File: src/rtl/ptw_pkg.sv
package ptw_pkg;

  typedef enum logic [2:0] {
    ST_IDLE,
    ST_L1_REQ,
    ST_L1_WAIT,
    ST_L2_REQ,
    ST_L2_WAIT,
    ST_WB_REQ,
    ST_DONE
  } walk_state_e;

  typedef enum logic [1:0] {
    FLT_NONE   = 2'b00,
    FLT_L1_INV = 2'b01,
    FLT_L2_INV = 2'b10,
    FLT_PROT   = 2'b11
  } walk_fault_e;

  // entry flag positions below the frame field
  localparam int unsigned BIT_MOD   = 0;
  localparam int unsigned BIT_REF   = 1;
  localparam int unsigned BIT_VLD   = 2;
  localparam int unsigned BIT_WPERM = 4;

endpackage

File: src/rtl/ptw_rst_sync.sv
module ptw_rst_sync #(
  parameter int STAGES = 2
) (
  input  logic clk,
  input  logic rst_n_i,
  output logic rst_n_o
);
  logic [STAGES-1:0] sync_q;

  always_ff @(posedge clk or negedge rst_n_i) begin
    if (!rst_n_i) sync_q <= '0;
    else          sync_q <= {sync_q[STAGES-2:0], 1'b1};
  end

  assign rst_n_o = sync_q[STAGES-1];
endmodule

File: src/rtl/ptw_addr_gen.sv
module ptw_addr_gen #(
  parameter int PA_W     = 32,
  parameter int PG_OFF_W = 12,
  localparam int FRM_W   = PA_W - PG_OFF_W,
  localparam int IDX_W   = PG_OFF_W - 2
) (
  input  logic [FRM_W-1:0]   root_frame_i,
  input  logic [FRM_W-1:0]   next_frame_i,
  input  logic [2*IDX_W-1:0] vpn_i,
  output logic [PA_W-1:0]    l1_addr_o,
  output logic [PA_W-1:0]    l2_addr_o
);
  // table frame, entry index, word alignment
  assign l1_addr_o = {root_frame_i, vpn_i[2*IDX_W-1:IDX_W], 2'b00};
  assign l2_addr_o = {next_frame_i, vpn_i[IDX_W-1:0], 2'b00};
endmodule

File: src/rtl/ptw_pte_check.sv
module ptw_pte_check
  import ptw_pkg::*;
#(
  parameter int PTE_W = 32
) (
  input  logic [PTE_W-1:0] entry_i,
  input  logic             is_write_i,
  output logic             present_o,
  output logic             deny_o,
  output logic [PTE_W-1:0] entry_upd_o,
  output logic             wb_o
);
  always_comb begin
    present_o   = entry_i[BIT_VLD];
    deny_o      = is_write_i & ~entry_i[BIT_WPERM];
    entry_upd_o = entry_i;
    entry_upd_o[BIT_REF] = 1'b1;
    if (is_write_i) entry_upd_o[BIT_MOD] = 1'b1;
    wb_o = (entry_upd_o != entry_i);
  end
endmodule

File: src/rtl/ptw_walker.sv
module ptw_walker
  import ptw_pkg::*;
#(
  parameter int PA_W       = 32,
  parameter int PG_OFF_W   = 12,
  parameter int RST_STAGES = 2,
  localparam int IDX_W     = PG_OFF_W - 2,
  localparam int VPN_W     = 2 * IDX_W,
  localparam int FRM_W     = PA_W - PG_OFF_W
) (
  input  logic             clk,
  input  logic             rst_n,
  input  logic             req_valid,
  output logic             req_ready,
  input  logic [VPN_W-1:0] req_vpn,
  input  logic             req_write,
  input  logic [PA_W-1:0]  root_base,
  output logic             mem_req,
  output logic             mem_we,
  output logic [PA_W-1:0]  mem_addr,
  output logic [PA_W-1:0]  mem_wdata,
  input  logic             mem_gnt,
  input  logic             mem_rvalid,
  input  logic [PA_W-1:0]  mem_rdata,
  output logic             done,
  output logic [1:0]       fault,
  output logic [PA_W-1:0]  result_pte
);
  logic        rst_n_int;
  walk_state_e state_q, state_d;
  logic [VPN_W-1:0] vpn_q;
  logic             wr_q;
  logic [FRM_W-1:0] root_q;
  logic [FRM_W-1:0] next_q;
  logic [PA_W-1:0]  pte_q, pte_d;
  walk_fault_e      fault_q, fault_d;

  logic [PA_W-1:0] l1_addr, l2_addr, entry_upd;
  logic            present, deny, need_wb;
  logic            cap_en, l1_en, res_en;
  logic            base_low_unused;

  assign base_low_unused = ^root_base[PG_OFF_W-1:0];

  ptw_rst_sync #(.STAGES(RST_STAGES)) u_rst_sync (
    .clk     (clk),
    .rst_n_i (rst_n),
    .rst_n_o (rst_n_int)
  );

  ptw_addr_gen #(.PA_W(PA_W), .PG_OFF_W(PG_OFF_W)) u_addr_gen (
    .root_frame_i (root_q),
    .next_frame_i (next_q),
    .vpn_i        (vpn_q),
    .l1_addr_o    (l1_addr),
    .l2_addr_o    (l2_addr)
  );

  ptw_pte_check #(.PTE_W(PA_W)) u_pte_check (
    .entry_i     (mem_rdata),
    .is_write_i  (wr_q),
    .present_o   (present),
    .deny_o      (deny),
    .entry_upd_o (entry_upd),
    .wb_o        (need_wb)
  );

  // clock enables
  assign cap_en = (state_q == ST_IDLE) && req_valid;
  assign l1_en  = (state_q == ST_L1_WAIT) && mem_rvalid;
  assign res_en = ((state_q == ST_L1_WAIT) || (state_q == ST_L2_WAIT)) && mem_rvalid;

  // next state
  always_comb begin
    state_d = state_q;
    case (state_q)
      ST_IDLE:    if (req_valid) state_d = ST_L1_REQ;
      ST_L1_REQ:  if (mem_gnt) state_d = ST_L1_WAIT;
      ST_L1_WAIT: if (mem_rvalid) state_d = present ? ST_L2_REQ : ST_DONE;
      ST_L2_REQ:  if (mem_gnt) state_d = ST_L2_WAIT;
      ST_L2_WAIT: begin
        if (mem_rvalid) begin
          if (!present || deny) state_d = ST_DONE;
          else if (need_wb)     state_d = ST_WB_REQ;
          else                  state_d = ST_DONE;
        end
      end
      ST_WB_REQ:  if (mem_gnt) state_d = ST_DONE;
      ST_DONE:    state_d = ST_IDLE;
      default:    state_d = ST_IDLE;
    endcase
  end

  // result decode
  always_comb begin
    pte_d   = '0;
    fault_d = FLT_NONE;
    if (state_q == ST_L1_WAIT) begin
      if (!present) fault_d = FLT_L1_INV;
    end else begin
      if (!present)  fault_d = FLT_L2_INV;
      else if (deny) fault_d = FLT_PROT;
      else           pte_d   = entry_upd;
    end
  end

  always_ff @(posedge clk or negedge rst_n_int) begin
    if (!rst_n_int) state_q <= ST_IDLE;
    else            state_q <= state_d;
  end

  always_ff @(posedge clk or negedge rst_n_int) begin
    if (!rst_n_int) begin
      vpn_q  <= '0;
      wr_q   <= 1'b0;
      root_q <= '0;
    end else if (cap_en) begin
      vpn_q  <= req_vpn;
      wr_q   <= req_write;
      root_q <= root_base[PA_W-1:PG_OFF_W];
    end
  end

  always_ff @(posedge clk or negedge rst_n_int) begin
    if (!rst_n_int)  next_q <= '0;
    else if (l1_en)  next_q <= mem_rdata[PA_W-1:PG_OFF_W];
  end

  always_ff @(posedge clk or negedge rst_n_int) begin
    if (!rst_n_int) begin
      pte_q   <= '0;
      fault_q <= FLT_NONE;
    end else if (res_en) begin
      pte_q   <= pte_d;
      fault_q <= fault_d;
    end
  end

  assign req_ready  = (state_q == ST_IDLE);
  assign mem_req    = (state_q == ST_L1_REQ) || (state_q == ST_L2_REQ) || (state_q == ST_WB_REQ);
  assign mem_we     = (state_q == ST_WB_REQ);
  assign mem_addr   = (state_q == ST_L1_REQ) ? l1_addr : l2_addr;
  assign mem_wdata  = pte_q;
  assign done       = (state_q == ST_DONE);
  assign fault      = fault_q;
  assign result_pte = pte_q;

endmodule

File: config.mk
export PLATFORM = sky130hd
export DESIGN_NAME = ptw_walker
export DESIGN_NICKNAME = d
export VERILOG_FILES = /design/src/rtl/ptw_pkg.sv /design/src/rtl/ptw_rst_sync.sv /design/src/rtl/ptw_addr_gen.sv /design/src/rtl/ptw_pte_check.sv /design/src/rtl/ptw_walker.sv
export SDC_FILE = /design/constraint.sdc
export NUM_CORES = 1
export LEC_CHECK = 0
export ABC_AREA = 1
export BUFFER_PORTS_ARGS = -buffer_cell sky130_fd_sc_hd__buf_2
export CORE_MARGIN = 1.5
export CORE_UTILIZATION = 45
export CTS_BUF_LIST = sky130_fd_sc_hd__clkbuf_2
export DETAILED_ROUTE_END_ITERATION = 10
export HOLD_SLACK_MARGIN = 0.15
export PLACE_DENSITY = 0.88
export SLEW_MARGIN = 5
export SYNTH_ARGS = -nofsm -noshare
export SYNTH_HDL_FRONTEND = slang
export SYNTH_SLANG_ARGS = --single-unit
File: constraint.sdc
create_clock -name clk -period 3.81 [get_ports clk]
set_input_delay 0.5715 -clock clk [delete_from_list [all_inputs] [get_ports clk]]
set_output_delay 0.5715 -clock clk [all_outputs]
set_load 0.01 [all_outputs]
==> flow_summary.yaml, run 1 <==
status:
  status: "complete, no violations"
global_routing:
  grt_max_degree: 75
  track_usage: 0.200
  grt_pass1_wl_mm: 17.4
  grt_pass1_vias: 3639
  grt-ovfl-total: 0
  antenna_found_initial: 2
floorplan:
  start_util: 0.466
  die_y_um: 104
  pin_count: 192
  core_sq_um: 9820
  die_x_um: 104
  die_area_sq_um: 10800
  rows: 36
cts:
  htreeDepth: 3
  clk_pin_slew_ns: 0.29
  cts_tree: "done"
  insertion_delay_ns: 0.56
  numCtsBuffers: 9
  cts_root_buffer: "clkbuf_2"
  cts_resized: 0
  cts_buffer_depth: 2
  clock_sinks: 99
logic_synthesis:
  async_reset_ff_frac: 1.00
  synth_top_area_share: 0.541
  yosysTopAreaCell: "dfrtp_1"
  yosysWarnings: 0
  synth_commonest_cells: "nand2_1 (108), dfrtp_1 (99), inv_1 (59), nand3_1 (48), o21ai_0 (44)"
  synth.top_cells.by_area: "dfrtp_1 (54%), nand2_1 (8.9%), buf_4 (5.9%)"
  avgSynthCellArea_sq_um: 8.56
  postSynthCellCount: 535
  synth-edff-count: 0
  synth.cell_area_sq_um: 4580
  yosys_most_used_dff: "dfrtp_1"
  yosysMostFrequentCell: "nand2_1"
  ys_ff_latch: 99
  yosysSeqAreaShare: 0.541
  yosysUniqueCellTypes: 23
sta:
  fmax_mhz: 309
  period_needed_ns: 3.24
  grt_setup_unrepaired: "false"
  skew_ns: 0.0379
  slew_viol_final: 0
  max-slew-margin-rel: 0.418
  finalSetupViolCount: 0
  hold_viol_final: 0
  fin_crit_sh: 0.850
  finalSetupTns_ns: 0
  final.setup.worst_slack_ns: 0.572
  tightestPinTransition_ns: 0.873
routing:
  dr.first_iter.drc_count: 260
  vias: 3889
  drc: 0
  wl_per_cell_um: 13.1
  drtPass1Iterations: 5
  finalWirelength_mm: 10.6
  ant_nets: 0
  via_per_inst: 4.80
run:
  maxCapViolations: 0
final_layout:
  drive_gt1_frac: 0.304
  instances_no_fill: 811
  nets: 762
  multi_input_area_sq_um: 1430
  synthToLayoutAreaGrowth_pct: 17.9
  seqCellArea_sq_um: 2480
  nFillCells: 947
place:
  io_buffer_count: 177
  dp_hpwl_mm: 7.46
  dpl_worst_slack_ns: 1.25
  place_inst: 786
  globalplace.congestion: 0.900
power_and_ir_drop:
  p_int_w: 0.00239
  power_w: 0.00428
  power_leakage_nw: 3.14
  power_density_nw_per_um2: 793
  ir_worst_vdd_v: 0.000427
  p_sw_w: 0.00189
  p_clk_frac: 0.107
  power_frac_comb: 0.472
  swShare: 0.441
  p_seq_frac: 0.421
worst_setup_path:
  worst_setup_path_start_kind: "flop"
  rr_worst_depth: 7
  cp_max_fo: 40
  worstSetupStartpoint: "state_q[1]"
  cp.arrival_ns: 2.67
  worstPathRequired_ns: 3.24
  r2r_start: "state_q[0]"
  worstSetupPathType: "reg2out"
  worst_setup_path_end_kind: "output port"
hold_path:
  holdPathStages: 3
  hp-class: "in2reg"
  hp-start: "req_vpn[0]"
==> layout make-up <==
type,instances,area share
Tap cell,133,0.0308
Sequential cell,99,0.460
Multi-Input combinational cell,311,0.264
Antenna cell,1,0.000463
Clock buffer,9,0.00834
Inverter,62,0.0431
Timing Repair Buffer,189,0.184
Clock inverter,7,0.00927
==> stage by stage <==
| stage | hold slack [ns] | instance area (sq um) | util |
|---|---|---|---|
| 2_1_floorplan | 0.276 | 4580 | - |
| 3_3_place_gp | 0.334 | 5220 | 0.532 |
| 3_5_place_dp | 0.342 | 5220 | 0.532 |
| 4_1_cts | 0.158 | 5400 | 0.550 |
| 5_1_grt | 0.153 | 5400 | 0.550 |
| 6_report | 0.196 | 5400 | 0.550 |
==> worst paths after layout <==
check	end	slack [ns]
worst max-delay path	mem_addr[10]	0.57
worst min-delay path	vpn_q[0]	0.20
worst max register to register	root_q[15]	1.52
worst min register to register	u_rst_sync.sync_q[1]	0.40
max in group asynchronous	root_q[3]	2.40
min in group asynchronous	u_rst_sync.sync_q[1]	0.26
==> what timing repair did <==
action | in CTS | in global routing
hold endpoints to repair | 9 | 0
hold buffers | 8 | 0
setup buffers | 0 | 0
==> routing by layer <==
layer / up-vias / wire (um) / global-route usage
li1: 1932 / - / -
met1: 1798 / 4860 / 0.276
met3: 23 / 628 / 0.0395
met2: 136 / 4840 / 0.308
met4: 0 / 267 / 0.0873
met5: - / 0 / 0
==> sequential cells by signal, summed over array words and instances, names as in the netlist <==
name and cells:
fault 2, mem_wdata 31, next_q 20, root_q 20, state_q 3, u_rst_sync.sync_q 2
vpn_q 20, wr_q 1
==> critical path, stage by stage (launching register included) <==
cell	delay [ns]
dfrtp_1	0.54
inv_2	0.16
nand3_2	0.55
buf_4	0.45
o21ai_0	0.22
buf_2	0.17
==> cell usage in the layout, fill, tap and decap left out, drive strengths merged <==
| cell type | count |
|---|---|
| inv | 64 |
| nor2 | 35 |
| o31ai | 1 |
| o21bai | 1 |
| nand4 | 1 |
| o21ai | 74 |
| buf | 181 |
| a21oi | 33 |
| dfrtp | 99 |
| clkbuf | 9 |
| o211ai | 1 |
| clkinv | 4 |
| clkinvlp | 1 |
| nand3 | 49 |
| nor3 | 3 |
| nand2 | 110 |
| conb | 3 |
| diode | 1 |
| dlygate4sd3 | 8 |
==> logic make-up after synthesis <==
kind of cell | after synthesis | synth area share
DFF | 99 | 0.541
other | 2 | 0.00164
buffers and inverters | 126 | 0.150
AOI/OAI and AO/OA | 110 | 0.123
and+or+nand+nor | 198 | 0.184
==> power groups by stage <==
stage | clock network, W | registers [W] | logic [W]
after floorplan | 0 | 0.00184 | 0.00143
after global placement | 0 | 0.00181 | 0.00197
after detailed placement | 0 | 0.00182 | 0.00202
after CTS | 0.000471 | 0.00180 | 0.00204
after global routing | 0.000524 | 0.00186 | 0.00227
final | 0.000458 | 0.00180 | 0.00202
No activity file was read; power rests on OpenSTA's default activity.
==> inputs of run 2 (changes only) <==
Settings changed: PLACE_DENSITY 0.88 to 0.91.
Clock period 3.81 ns to 2.9 ns, I/O delays scaled along.
==> run 2 against run 1 <==
Worst hold slack improved by 0.026 ns; sequential power grew 32%; clock-buffer cell count unchanged; clock power is 34% higher; routed wire length rose by 21%; register-to-register slack lost 1.1 ns; power increased by 36%; core utilization up 7.3 points; clock skew is 0.013 ns lower; worst setup slack got worse by 0.27 ns.
==> flow_summary.yaml, run 2 (synthesis gave the netlist of run 1 again) <==
cts:
  numCtsBuffers: 9
  htreeDepth: 3
  clk_pin_slew_ns: 0.28
  cts_tree: "done"
  cts_root_buffer: "clkbuf_2"
  clock_sinks: 99
  cts_buffer_depth: 2
  cts_setup_buffers: 0
  insertion_delay_ns: 0.55
sta:
  grt_setup_unrepaired: "false"
  hold_ws_ns: 0.222
  max-slew-margin-rel: 0.406
  final.setup.worst_slack_ns: 0.298
  skew_ns: 0.0250
  slew_viol_final: 0
  fmax_mhz: 384
  hold_viol_final: 0
  finalSetupViolCount: 0
  finalSetupTns_ns: 0
  period_needed_ns: 2.60
  tightestPinTransition_ns: 0.888
  fin_crit_sh: 0.897
routing:
  drtPass1Iterations: 5
  drc: 0
  dr.first_iter.drc_count: 331
  finalWirelength_mm: 12.9
  wl_per_cell_um: 14.6
  vias: 4381
  via_per_inst: 4.98
  ant_nets: 0
final_layout:
  largest_reg_flops: 31
  diodes: 0
  nFillCells: 818
  mostFrequentLayoutCells: "buf_2 (177), nand2_1 (107), dfrtp_1 (98)"
  multi_input_area_sq_um: 1430
  synthToLayoutAreaGrowth_pct: 33.7
  nets: 832
  final_common_cell: "buf_2"
  seqCellArea_sq_um: 2480
  drive_gt1_frac: 0.281
place:
  io_buffer_count: 177
  dpl_worst_slack_ns: 0.768
  globalplace.congestion: 0.865
  dp_hpwl_mm: 7.80
power_and_ir_drop:
  power_w: 0.00584
  p_sw_w: 0.00260
  power_frac_comb: 0.487
  p_int_w: 0.00324
  ir_worst_vdd_v: 0.000582
  power_leakage_nw: 3.45
  p_clk_frac: 0.105
  swShare: 0.445
  power_density_nw_per_um2: 954
  p_seq_frac: 0.408
worst_setup_path:
  cpMaxStageDelayCell: "dfrtp_1"
  worst_setup_path_end_kind: "output port"
  cp.arrival_ns: 2.17
  worstPathRequired_ns: 2.47
  worst_setup_path_start_kind: "flop"
  worstSetupPathType: "reg2out"
  slowest_delay_ns: 0.66
  cp_max_fo: 21
  path_cells: "nand3_4, buf_4, o21ai_0, buf_2"
floorplan:
  pin_count: 192
  core_sq_um: 9820
  die_y_um: 104
  die_area_sq_um: 10800
  start_util: 0.466
  die_x_um: 104
  rows: 36
hold_path:
  hp-class: "in2reg"
global_routing:
  grt_pass1_wl_mm: 20.6
  grt_pass1_vias: 4333
  track_usage: 0.239
  antenna_found_initial: 0
  grt_max_degree: 57
  grt-ovfl-total: 0
run:
  maxCapViolations: 0
status:
  status: "complete, no violations"
-- run 2: what timing repair did --
item | CTS | global route
gates resized for setup | 0 | 1
hold buffers | 76 | 0
endpoints found under the hold margin | 95 | 0
setup endpoints to repair | 0 | 9
-- run 2: power by group through the flow --
stage / Clock, W / Combinational, W / Sequential (W)
global placement: 0 / 0.00261 / 0.00237
floorplan: 0 / 0.00188 / 0.00242
global route: 0.000701 / 0.00315 / 0.00246
CTS: 0.000639 / 0.00279 / 0.00237
finish: 0.000614 / 0.00284 / 0.00238
detailed placement: 0 / 0.00270 / 0.00240
-- run 2: worst max-delay path, delay by kind of cell, from the launching register on --
kind,cells,cell delay (ns)
buffers and inverters,2,0.46
AOI/OAI and AO/OA,1,0.23
DFF,1,0.66
and+or+nand+nor,1,0.28
-- run 2: path summary, 6_finish.rpt --
kind                                 startpoint                   end  slack (ns)  depth (start not counted)
min in group asynchronous  u_rst_sync.sync_q[1]             vpn_q[12]        0.41                          0
max in group asynchronous  u_rst_sync.sync_q[1]            root_q[15]        1.81                          1
hold reg to reg            u_rst_sync.sync_q[0]  u_rst_sync.sync_q[1]        0.40                          0
setup reg to reg                     state_q[0]          mem_wdata[4]        0.46                          5
hold / removal                        req_valid              vpn_q[0]        0.22                          3
setup / recovery                     state_q[0]          mem_addr[20]        0.30                          4
-- run 2: per-layer routing --
| metal | global-route usage | wire (um) | vias to the layer above |
|---|---|---|---|
| met5 | 0 | 0 | - |
| met4 | 0.0962 | 461 | 0 |
| met3 | 0.0489 | 694 | 45 |
| met2 | 0.422 | 6510 | 201 |
| met1 | 0.284 | 5190 | 2059 |
| li1 | - | - | 2076 |
-- run 2: cell type report --
| cell class | instances | share of cell area |
|---|---|---|
| sequential | 99 | 0.405 |
| timing repair buffer | 259 | 0.278 |
| multi-input combinational | 311 | 0.234 |
| inverter | 62 | 0.0380 |
| tap | 133 | 0.0272 |
| clock inverter | 7 | 0.00941 |
| clock buffer | 9 | 0.00736 |
-- run 2: through the flow --
step / util / std cells / area (sq um)
after floorplan: - / 536 / 4580
after global placement: 0.535 / 788 / 5250
after detailed placement: 0.535 / 788 / 5250
after CTS: 0.622 / 880 / 6110
after global routing: 0.623 / 880 / 6120
final: 0.623 / 880 / 6120
==> inputs of run 3 (changes only) <==
Settings changed: CORE_UTILIZATION 45 to 40, PLACE_DENSITY 0.91 to 0.83.
==> run 3 against run 2 <==
Global-route usage down 2.9 points; maximum frequency down 4.2%; worst setup slack worse by 0.12 ns; sequential power about the same; design area up 1.4%; core utilization down 5.8 points; routed wire length down 2.9%; non-clock buffer count down 1.
==> flow_summary.yaml, run 3 (synthesis gave the netlist of run 1 again) <==
status:
  status: "complete, no violations"
power_and_ir_drop:
  power_density_nw_per_um2: 972
  ir_worst_vdd_v: 0.000480
  power_leakage_nw: 3.49
hold_path:
  hp-start: "mem_rdata[0]"
  whs_endpoint: "mem_wdata[0]"
  hp-class: "in2reg"
  holdPathStages: 3
floorplan:
  core_sq_um: 11000
  pin_count: 192
  rows: 38
  start_util: 0.417
  die_y_um: 110
  die_x_um: 110
  die_area_sq_um: 12100
global_routing:
  grt_pass1_wl_mm: 19.4
  grt_pass1_vias: 4072
  grt_max_degree: 52
  grt-ovfl-total: 0
  antenna_found_initial: 0
  track_usage: 0.210
cts:
  cts_root_buffer: "clkbuf_2"
  cts_buffer_depth: 2
  clock_sinks: 99
  insertion_delay_ns: 0.54
  numCtsBuffers: 9
  cts_tree: "done"
  clk_pin_slew_ns: 0.28
  htreeDepth: 3
  cts_setup_buffers: 0
routing:
  dr.first_iter.drc_count: 288
  ant_nets: 0
  vias: 4266
  via_per_inst: 4.81
  drc: 0
  wl_per_cell_um: 14.1
  finalWirelength_mm: 12.5
  drtPass1Iterations: 7
worst_setup_path:
  critPathTopFamily: "flip-flops"
  critPathBufInv: 2
  slowest_delay_ns: 0.65
  worstReg2RegEnd: "mem_wdata[4]"
  cpMaxStageDelayCell: "dfrtp_1"
  cp.arrival_ns: 2.28
  cp_max_fo: 36
  worstSetupPathType: "reg2out"
  worstPathRequired_ns: 2.47
  rr_worst_depth: 5
  rrSetupSlack_ns: 0.49
  path_cells: "nand3_4, buf_12, o21ai_0, buf_2"
  worst_setup_path_start_kind: "flop"
  worst_setup_path_end_kind: "output port"
  r2r_start: "state_q[0]"
sta:
  tightestPinTransition_ns: 0.695
  period_needed_ns: 2.72
  skew_ns: 0.0332
  fin_crit_sh: 0.937
  slew_viol_final: 0
  grt_setup_unrepaired: "false"
  finalSetupViolCount: 0
  finalSetupTns_ns: 0
  fmax_mhz: 368
  hold_viol_final: 0
  max-slew-margin-rel: 0.535
place:
  globalplace.congestion: 0.807
  dp_hpwl_mm: 7.66
  place_area_sq_um: 5300
  io_buffer_count: 177
final_layout:
  final_common_cell: "buf_2"
  drive_gt1_frac: 0.282
  mostFrequentLayoutCells: "buf_2 (177), nand2_1 (107), dfrtp_1 (98)"
  largest_reg_flops: 31
  nets: 831
  postLayoutCellArea_sq_um: 6210
  diodes: 0
  synthToLayoutAreaGrowth_pct: 35.6
run:
  maxCapViolations: 0
## run 3: what timing repair did
item / in CTS / in global routing
gates resized for setup: 1 / 0
hold buffers: 75 / 0
endpoints found under the setup margin: 5 / 0
endpoints found under the hold margin: 94 / 0
## run 3: power breakdown
part	internal, W	switching (W)
combinational	0.00116	0.00168
clock	0.000306	0.000504
sequential	0.00198	0.000391
total	0.00345	0.00258
## run 3: layout make-up
class,count,area (sq um)
multi-input combinational,311,1430
tap,140,175
fill,958,4780
inverter,62,233
clock inverter,7,109
clock buffer,9,45.0
timing repair buffer,258,1730
sequential,99,2480
## run 3: worst max-delay path by stage
stage,from,end,cells past startpoint
5_1_grt,state_q[0],mem_addr[3],4
4_1_cts,state_q[0],mem_addr[2],4
3_3_place_gp,state_q[1],mem_addr[6],5
3_5_place_dp,state_q[1],mem_addr[2],5
2_1_floorplan,u_rst_sync.sync_q[1],fault[0],0
6_report,state_q[0],mem_addr[3],4
## run 3: per-stage QoR
stage | power (W) | hold slack (ns) | util | setup slack, ns | cells
finish | 0.00603 | 0.211 | 0.565 | 0.183 | 886
global route | 0.00657 | 0.152 | 0.565 | 0.00418 | 886
CTS | 0.00603 | 0.160 | 0.565 | 0.234 | 886
detailed placement | 0.00512 | 0.221 | 0.482 | 0.656 | 795
global placement | 0.00505 | 0.222 | 0.482 | 0.645 | 795
floorplan | 0.00429 | 0.139 | - | 1.24 | 536
## run 3: per-layer routing
layer / global-route usage / vias to the layer above / share of wire
li1: - / 2071 / -
met1: 0.256 / 1984 / 0.43
met5: 0 / - / 0
met3: 0.0394 / 20 / 0.060
met4: 0.0761 / 0 / 0.017
met2: 0.368 / 191 / 0.50
## run 3: tightest hold or removal path, stage by stage
cell and delay [ns]:
buf_2 0.09, nor2_1 0.04, o21ai_0 0.15
